$ cat config.mk
export PLATFORM = sky130hd
export DESIGN_NAME = i2s_ladder_driver
export DESIGN_NICKNAME = d
export VERILOG_FILES = /design/src/rtl/ladder_pkg.sv /design/src/rtl/i2s_capture.sv /design/src/rtl/ladder_sequencer.sv /design/src/rtl/out_retime.sv /design/src/rtl/i2s_ladder_driver.sv
export SDC_FILE = /design/constraint.sdc
export NUM_CORES = 1
export LEC_CHECK = 0
export ABC_AREA = 1
export BUFFER_PORTS_ARGS = -buffer_cell sky130_fd_sc_hd__buf_2
export CAP_MARGIN = 10
export CELL_PAD_IN_SITES_DETAIL_PLACEMENT = 0
export CELL_PAD_IN_SITES_GLOBAL_PLACEMENT = 1
export CORE_ASPECT_RATIO = 1.75
export CORE_MARGIN = 1
export CORE_UTILIZATION = 47
export CTS_CLUSTER_SIZE = 14
export DETAILED_ROUTE_END_ITERATION = 12
export PLACE_DENSITY = 0.77
export RECOVER_POWER = 100
export SLEW_MARGIN = 5
export SYNTH_ARGS = -nofsm -noshare
export SYNTH_HDL_FRONTEND = slang
export SYNTH_SLANG_ARGS = --single-unit
$ cat constraint.sdc
create_clock -name clk -period 2.42 [get_ports clk]
set_clock_uncertainty 0.05 [all_clocks]
set_input_delay 0.242 -clock clk [delete_from_list [all_inputs] [get_ports clk]]
set_output_delay 0.242 -clock clk [all_outputs]
set_load 0.1 [all_outputs]
$ cat src/rtl/ladder_pkg.sv
package ladder_pkg;

    typedef enum logic [2:0] {
        SQ_IDLE,
        SQ_LEAD,
        SQ_DATA,
        SQ_LATCH,
        SQ_TAIL
    } seq_state_e;

    // word-length code to number of output bits
    function automatic logic [4:0] width_bits(input logic [1:0] code);
        case (code)
            2'd0:    width_bits = 5'd16;
            2'd1:    width_bits = 5'd18;
            2'd2:    width_bits = 5'd20;
            default: width_bits = 5'd24;
        endcase
    endfunction

endpackage

$ cat src/rtl/i2s_capture.sv
module i2s_capture #(
    parameter int DW = 24
) (
    input  logic          clk,
    input  logic          rst_n,
    input  logic          i2s_bck,
    input  logic          i2s_ws,
    input  logic          i2s_sd,
    output logic          frame_vld,
    output logic [DW-1:0] frame_l,
    output logic [DW-1:0] frame_r
);
    localparam int IW = $clog2(DW + 1);
    localparam logic [IW-1:0] IDX_END = IW'(DW);
    localparam logic [IW-1:0] IDX_TOP = IW'(DW - 1);

    typedef struct packed {
        logic [2:0]    bck_sy;
        logic [1:0]    ws_sy;
        logic [1:0]    sd_sy;
        logic          ws_prev;
        logic          synced;
        logic [IW-1:0] idx;
        logic [DW-1:0] acc;
        logic [DW-1:0] hold_l;
        logic          have_l;
        logic          vld;
        logic [DW-1:0] out_l;
        logic [DW-1:0] out_r;
    } cap_t;

    cap_t cap_d, cap_q;

    logic          bck_rise;
    logic          ws_now;
    logic          sd_now;
    logic [DW-1:0] word_w;

    always_comb begin
        cap_d        = cap_q;
        cap_d.vld    = 1'b0;
        cap_d.bck_sy = {cap_q.bck_sy[1:0], i2s_bck};
        cap_d.ws_sy  = {cap_q.ws_sy[0], i2s_ws};
        cap_d.sd_sy  = {cap_q.sd_sy[0], i2s_sd};

        bck_rise = cap_q.bck_sy[1] & ~cap_q.bck_sy[2];
        ws_now   = cap_q.ws_sy[1];
        sd_now   = cap_q.sd_sy[1];

        word_w = cap_q.acc;
        if (cap_q.idx < IDX_END) begin
            word_w[IDX_TOP - cap_q.idx] = sd_now;
        end

        if (bck_rise) begin
            if (ws_now != cap_q.ws_prev) begin
                // this bit is the LSB of the word that is ending
                if (cap_q.synced) begin
                    if (!cap_q.ws_prev) begin
                        cap_d.hold_l = word_w;
                        cap_d.have_l = 1'b1;
                    end else if (cap_q.have_l) begin
                        cap_d.vld    = 1'b1;
                        cap_d.out_l  = cap_q.hold_l;
                        cap_d.out_r  = word_w;
                        cap_d.have_l = 1'b0;
                    end
                end
                cap_d.synced  = 1'b1;
                cap_d.ws_prev = ws_now;
                cap_d.idx     = '0;
                cap_d.acc     = '0;
            end else begin
                cap_d.acc = word_w;
                if (cap_q.idx < IDX_END) begin
                    cap_d.idx = cap_q.idx + 1'b1;
                end
            end
        end
    end

    always_ff @(posedge clk or negedge rst_n) begin
        if (!rst_n) begin
            cap_q <= '0;
        end else begin
            cap_q <= cap_d;
        end
    end

    assign frame_vld = cap_q.vld;
    assign frame_l   = cap_q.out_l;
    assign frame_r   = cap_q.out_r;

endmodule

$ cat src/rtl/ladder_sequencer.sv
module ladder_sequencer
    import ladder_pkg::*;
#(
    parameter int DW        = 24,
    parameter int TAIL_W    = 4,
    parameter int LE_CYCLES = 4
) (
    input  logic              clk,
    input  logic              rst_n,
    input  logic              frame_vld,
    input  logic [DW-1:0]     frame_l,
    input  logic [DW-1:0]     frame_r,
    input  logic [1:0]        cfg_width,
    input  logic              cfg_lead_en,
    input  logic              cfg_tail_en,
    input  logic [TAIL_W-1:0] cfg_tail_cnt,
    input  logic              cfg_mono_en,
    input  logic              cfg_mono_sel,
    output logic              seq_bck,
    output logic              seq_dl,
    output logic              seq_dr,
    output logic              seq_le
);
    localparam int LW    = $clog2(LE_CYCLES + 1);
    localparam int CNT_W = (TAIL_W > LW) ? TAIL_W : LW;
    localparam int BW    = $clog2(DW + 1);
    localparam logic [CNT_W-1:0] LE_LOAD = CNT_W'(LE_CYCLES - 1);

    typedef struct packed {
        seq_state_e       st;
        logic             ph;
        logic [BW-1:0]    bits;
        logic [CNT_W-1:0] cnt;
        logic [DW-1:0]    shl;
        logic [DW-1:0]    shr;
        logic             tail_en;
        logic [TAIL_W-1:0] tail_n;
    } seq_t;

    seq_t seq_d, seq_q;
    logic [DW-1:0] mono_w;

    always_comb begin
        seq_d  = seq_q;
        mono_w = cfg_mono_sel ? frame_r : frame_l;

        case (seq_q.st)
            SQ_IDLE: begin
                // pairs arriving in any other state are dropped
                if (frame_vld) begin
                    seq_d.shl     = cfg_mono_en ? mono_w : frame_l;
                    seq_d.shr     = cfg_mono_en ? mono_w : frame_r;
                    seq_d.bits    = BW'(width_bits(cfg_width) - 5'd1);
                    seq_d.tail_en = cfg_tail_en;
                    seq_d.tail_n  = cfg_tail_cnt;
                    seq_d.ph      = 1'b0;
                    seq_d.st      = cfg_lead_en ? SQ_LEAD : SQ_DATA;
                end
            end
            SQ_LEAD: begin
                seq_d.ph = ~seq_q.ph;
                if (seq_q.ph) begin
                    seq_d.st = SQ_DATA;
                end
            end
            SQ_DATA: begin
                seq_d.ph = ~seq_q.ph;
                if (seq_q.ph) begin
                    if (seq_q.bits == '0) begin
                        seq_d.st  = SQ_LATCH;
                        seq_d.cnt = LE_LOAD;
                    end else begin
                        seq_d.bits = seq_q.bits - 1'b1;
                        seq_d.shl  = {seq_q.shl[DW-2:0], 1'b0};
                        seq_d.shr  = {seq_q.shr[DW-2:0], 1'b0};
                    end
                end
            end
            SQ_LATCH: begin
                if (seq_q.cnt == '0) begin
                    if (seq_q.tail_en && (seq_q.tail_n != '0)) begin
                        seq_d.st  = SQ_TAIL;
                        seq_d.ph  = 1'b0;
                        seq_d.cnt = CNT_W'(seq_q.tail_n) - 1'b1;
                    end else begin
                        seq_d.st = SQ_IDLE;
                    end
                end else begin
                    seq_d.cnt = seq_q.cnt - 1'b1;
                end
            end
            SQ_TAIL: begin
                seq_d.ph = ~seq_q.ph;
                if (seq_q.ph) begin
                    if (seq_q.cnt == '0) begin
                        seq_d.st = SQ_IDLE;
                    end else begin
                        seq_d.cnt = seq_q.cnt - 1'b1;
                    end
                end
            end
            default: seq_d.st = SQ_IDLE;
        endcase
    end

    always_ff @(posedge clk or negedge rst_n) begin
        if (!rst_n) begin
            seq_q <= '0;
        end else begin
            seq_q <= seq_d;
        end
    end

    assign seq_bck = seq_q.ph && ((seq_q.st == SQ_LEAD) || (seq_q.st == SQ_DATA) ||
                                  (seq_q.st == SQ_TAIL));
    assign seq_dl  = (seq_q.st == SQ_DATA) && seq_q.shl[DW-1];
    assign seq_dr  = (seq_q.st == SQ_DATA) && seq_q.shr[DW-1];
    assign seq_le  = (seq_q.st != SQ_LATCH);

endmodule

$ cat src/rtl/out_retime.sv
module out_retime #(
    parameter int          W       = 4,
    parameter logic [W-1:0] RST_VAL = '0
) (
    input  logic         clk,
    input  logic         rst_n,
    input  logic [W-1:0] din,
    output logic [W-1:0] dout
);
    logic [W-1:0] pin_d, pin_q;

    always_comb begin
        pin_d = din;
    end

    always_ff @(posedge clk or negedge rst_n) begin
        if (!rst_n) begin
            pin_q <= RST_VAL;
        end else begin
            pin_q <= pin_d;
        end
    end

    assign dout = pin_q;

endmodule

$ cat src/rtl/i2s_ladder_driver.sv
module i2s_ladder_driver #(
    parameter int SAMPLE_W  = 24,
    parameter int TAIL_W    = 4,
    parameter int LE_CYCLES = 4
) (
    input  logic              clk,
    input  logic              rst_n,
    input  logic              i2s_bck,
    input  logic              i2s_ws,
    input  logic              i2s_sd,
    input  logic [1:0]        cfg_width,
    input  logic              cfg_lead_en,
    input  logic              cfg_tail_en,
    input  logic [TAIL_W-1:0] cfg_tail_cnt,
    input  logic              cfg_mono_en,
    input  logic              cfg_mono_sel,
    output logic              out_bck,
    output logic              out_dl,
    output logic              out_dr,
    output logic              out_le
);
    localparam int PINS = 4;

    logic                frame_vld;
    logic [SAMPLE_W-1:0] frame_l;
    logic [SAMPLE_W-1:0] frame_r;
    logic                seq_bck, seq_dl, seq_dr, seq_le;
    logic [PINS-1:0]     pins_out;

    i2s_capture #(.DW(SAMPLE_W)) u_cap (
        .clk       (clk),
        .rst_n     (rst_n),
        .i2s_bck   (i2s_bck),
        .i2s_ws    (i2s_ws),
        .i2s_sd    (i2s_sd),
        .frame_vld (frame_vld),
        .frame_l   (frame_l),
        .frame_r   (frame_r)
    );

    ladder_sequencer #(
        .DW        (SAMPLE_W),
        .TAIL_W    (TAIL_W),
        .LE_CYCLES (LE_CYCLES)
    ) u_seq (
        .clk          (clk),
        .rst_n        (rst_n),
        .frame_vld    (frame_vld),
        .frame_l      (frame_l),
        .frame_r      (frame_r),
        .cfg_width    (cfg_width),
        .cfg_lead_en  (cfg_lead_en),
        .cfg_tail_en  (cfg_tail_en),
        .cfg_tail_cnt (cfg_tail_cnt),
        .cfg_mono_en  (cfg_mono_en),
        .cfg_mono_sel (cfg_mono_sel),
        .seq_bck      (seq_bck),
        .seq_dl       (seq_dl),
        .seq_dr       (seq_dr),
        .seq_le       (seq_le)
    );

    // final stage: bck, dl, dr, le leave on one master edge
    out_retime #(.W(PINS), .RST_VAL(4'b0001)) u_rt (
        .clk   (clk),
        .rst_n (rst_n),
        .din   ({seq_bck, seq_dl, seq_dr, seq_le}),
        .dout  (pins_out)
    );

    assign out_bck = pins_out[3];
    assign out_dl  = pins_out[2];
    assign out_dr  = pins_out[1];
    assign out_le  = pins_out[0];

endmodule

==> impl_metrics.tcl <==
set metrics [dict create \
    status "finished, violations left" \
    failed_checks "capacitance limit, slew limit" \
    wirelength_um 18300 \
    io_buffers 18 \
    track_usage 0.206 \
    syn_inst 1127 \
    htree_levels 4 \
    grt_pass1_wl_um 32000 \
    r2r_slack_ns 0.27 \
    cp-startpoint "u_cap.cap_q[104]" \
    clockRootBuffer "clkbuf_16" \
    p_sw_frac 0.390 \
    dieArea_um2 19600 \
    syn_avg_cell_area_um2 7.93 \
    drive_above_1_share 0.0674 \
    intPower_mw 5.65 \
    tritoncts "built" \
    vias 6914 \
    die_y_um 184 \
    worst_slew_pin_slew_ns 1.68 \
    layout_worst_path_cycle_share 0.887 \
    drv_cap 1 \
    hold_viol 0 \
    hold_slack_ns 0.0184 \
    initialDrtViolationCount 267 \
    area_growth_pct 8.77 \
    viasPerCell 5.01 \
    slew_violations 61 \
    cts.sinks 182 \
    cts_buffers 17 \
    power_switching_mw 3.61 \
    gp_congestion 0.790 \
    fmax_mhz 466 \
    yosysSeqAreaShare 0.510 \
    clk_path_buf_depth 2 \
    clock_latency_ns 0.44 \
    fin_nets 1155 \
    row_count 66 \
    period_minus_slack_ns 2.15 \
    synthesis.nets 1152 \
    mostFrequentLayoutCells "nand2_1, o21ai_0, dfrtp_1" \
    setup_tns_ns 0 \
    ir_drop_v 0.00185 \
    p_clk_frac 0.286 \
    grt_setup_unrepaired "no" \
    die-width_um 106 \
    worstReg2RegStart "u_cap.cap_q[104]" \
    nFillCells 1847 \
    wl_per_cell_um 13.3 \
    max_slew_margin -0.119 \
    ant_nets 0 \
    ys_types 30 \
    multiInputGateArea_um2 3390 \
    core_area_um2 18600 \
    dp_hpwl_um 12400 \
    drc 0 \
    drtPass1Iterations 5 \
    grt_pass1_vias 6716 \
    seq_power_share 0.400 \
    synth-main-ff-cell "dfrtp_1" \
    finalSetupViolations 0 \
    end_kind "register" \
    grt_max_degree 97 \
    io_pins 19 \
    synth_edf_count 0 \
    start_util 0.481 \
    crit_type "reg2reg" \
    hold_path_class "in2reg" \
    leakage_nw 4.50 \
    start_kind "register" \
    overflow 0 \
    async_reset_ff_frac 1.00 \
    min_from "cfg_tail_cnt[1]" \
    power_frac_comb 0.314 \
    clkTransAtPathRegs_ns 0.07 \
    netlist_area_um2 8930 \
    regArea_um2 4560 \
    antenna_found_initial 0 \
    ys_seq_elements 182 \
    antennaDiodeCount 0 \
    crit_fanout 49 \
    cts_setup_buffers 0 \
    arrival_ns 2.39 \
    p_per_area_nw_per_um2 953 \
    ys.warnings.count 0 \
    final_common_cell "nand2_1" \
    cp_data_required_time_ns 2.66 \
]
-- metal layers --
layer,vias up,track usage,share of wire
li1,3606,-,-
met2,69,0.349,0.50
met1,3215,0.260,0.47
met4,0,0.0772,0.019
met3,24,0.0354,0.018
met5,-,0,0
-- path summary, 6_finish.rpt --
check / to / cells past startpoint
worst max-delay path: u_cap.frame_r[3] / 9
worst min-delay path: u_seq.seq_q[1] / 3
worst max register to register: u_cap.frame_r[3] / 9
worst min register to register: u_cap.cap_q[106] / 0
max in group asynchronous: u_cap.cap_d[108] / 3
min in group asynchronous: u_seq.seq_q[50] / 2
-- area by class of cell --
class,instances,area share
inverters,156,0.0603
multi-input cells,732,0.349
clock buffers,19,0.0456
flip-flops and latches,182,0.469
clock inverters,13,0.0117
well taps,238,0.0307
repair buffers,41,0.0340
-- logic make-up (layout without fill, tap and decap cells) --
group,after synthesis,count (layout),share of synthesized area
compound gates,283,283,0.167
xor+xnor,3,3,0.00294
fa+ha+maj,10,10,0.0140
buf+inv,213,229,0.104
flops,182,182,0.510
mux,2,2,0.00252
simple gates,434,434,0.200
-- power by group through the flow --
stage / sequential (mW) / clock [mW] / combinational, mW
floorplan: 3.81 / 0 / 2.51
global placement: 3.76 / 0 / 3.06
detailed placement: 3.77 / 0 / 3.07
CTS: 3.71 / 2.72 / 3.10
global route: 3.76 / 2.82 / 3.33
finish: 3.70 / 2.64 / 2.91
-- cells in the mapped netlist (4+ instances only) --
library cell / instances / share of area
nor2_4: 6 / 0.0076
buf_4: 5 / 0.0042
o21ai_0: 192 / 0.11
nand2_1: 333 / 0.14
nand3_1: 52 / 0.029
inv_1: 152 / 0.064
inv_2: 4 / 0.0017
ha_1: 10 / 0.014
nor2_2: 4 / 0.0028
nor3_1: 8 / 0.0045
o21ai_2: 9 / 0.0088
clkbuf_1: 33 / 0.014
o22ai_1: 26 / 0.018
buf_6: 14 / 0.018
a21oi_1: 8 / 0.0045
buf_2: 5 / 0.0028
dfrtp_1: 181 / 0.51
nor2_1: 23 / 0.0097
o21ai_1: 46 / 0.026
-- registers in the layout, summed over array words and instances (netlist names) --
signal / flops
u_cap.frame_l: 24
u_rt.dout: 4
u_cap.frame_vld: 1
u_cap.cap_q: 59
u_cap.cap_d: 4
u_cap.frame_r: 24
u_seq.seq_q: 66
-- timing repair --
action	in CTS	in global routing
hold buffers	8	0
hold endpoints to repair	65	0
resized for setup	0	0
-- metrics by stage --
| stage | setup slack (ns) | cells | power [mW] | utilization | area (um2) |
|---|---|---|---|---|---|
| after floorplan | 0.669 | 1127 | 6.33 | - | 8930 |
| after global placement | 0.354 | 1341 | 6.82 | 0.494 | 9170 |
| after detailed placement | 0.375 | 1341 | 6.84 | 0.494 | 9170 |
| after CTS | 0.348 | 1381 | 9.53 | 0.528 | 9810 |
| after global routing | 0.0703 | 1381 | 9.91 | 0.523 | 9720 |
| final | 0.273 | 1381 | 9.26 | 0.523 | 9720 |
-- critical path, stage by stage (launching register included) --
cell      delay (ns)
dfrtp_1         0.35
inv_1           0.07
ha_1            0.40
nor2_4          0.20
nand2_1         0.11
nor2_1          0.13
nand2_2         0.08
clkbuf_4        0.35
nand2_1         0.13
o21ai_0         0.10
Note: power is estimated with default switching activity, not from simulation.
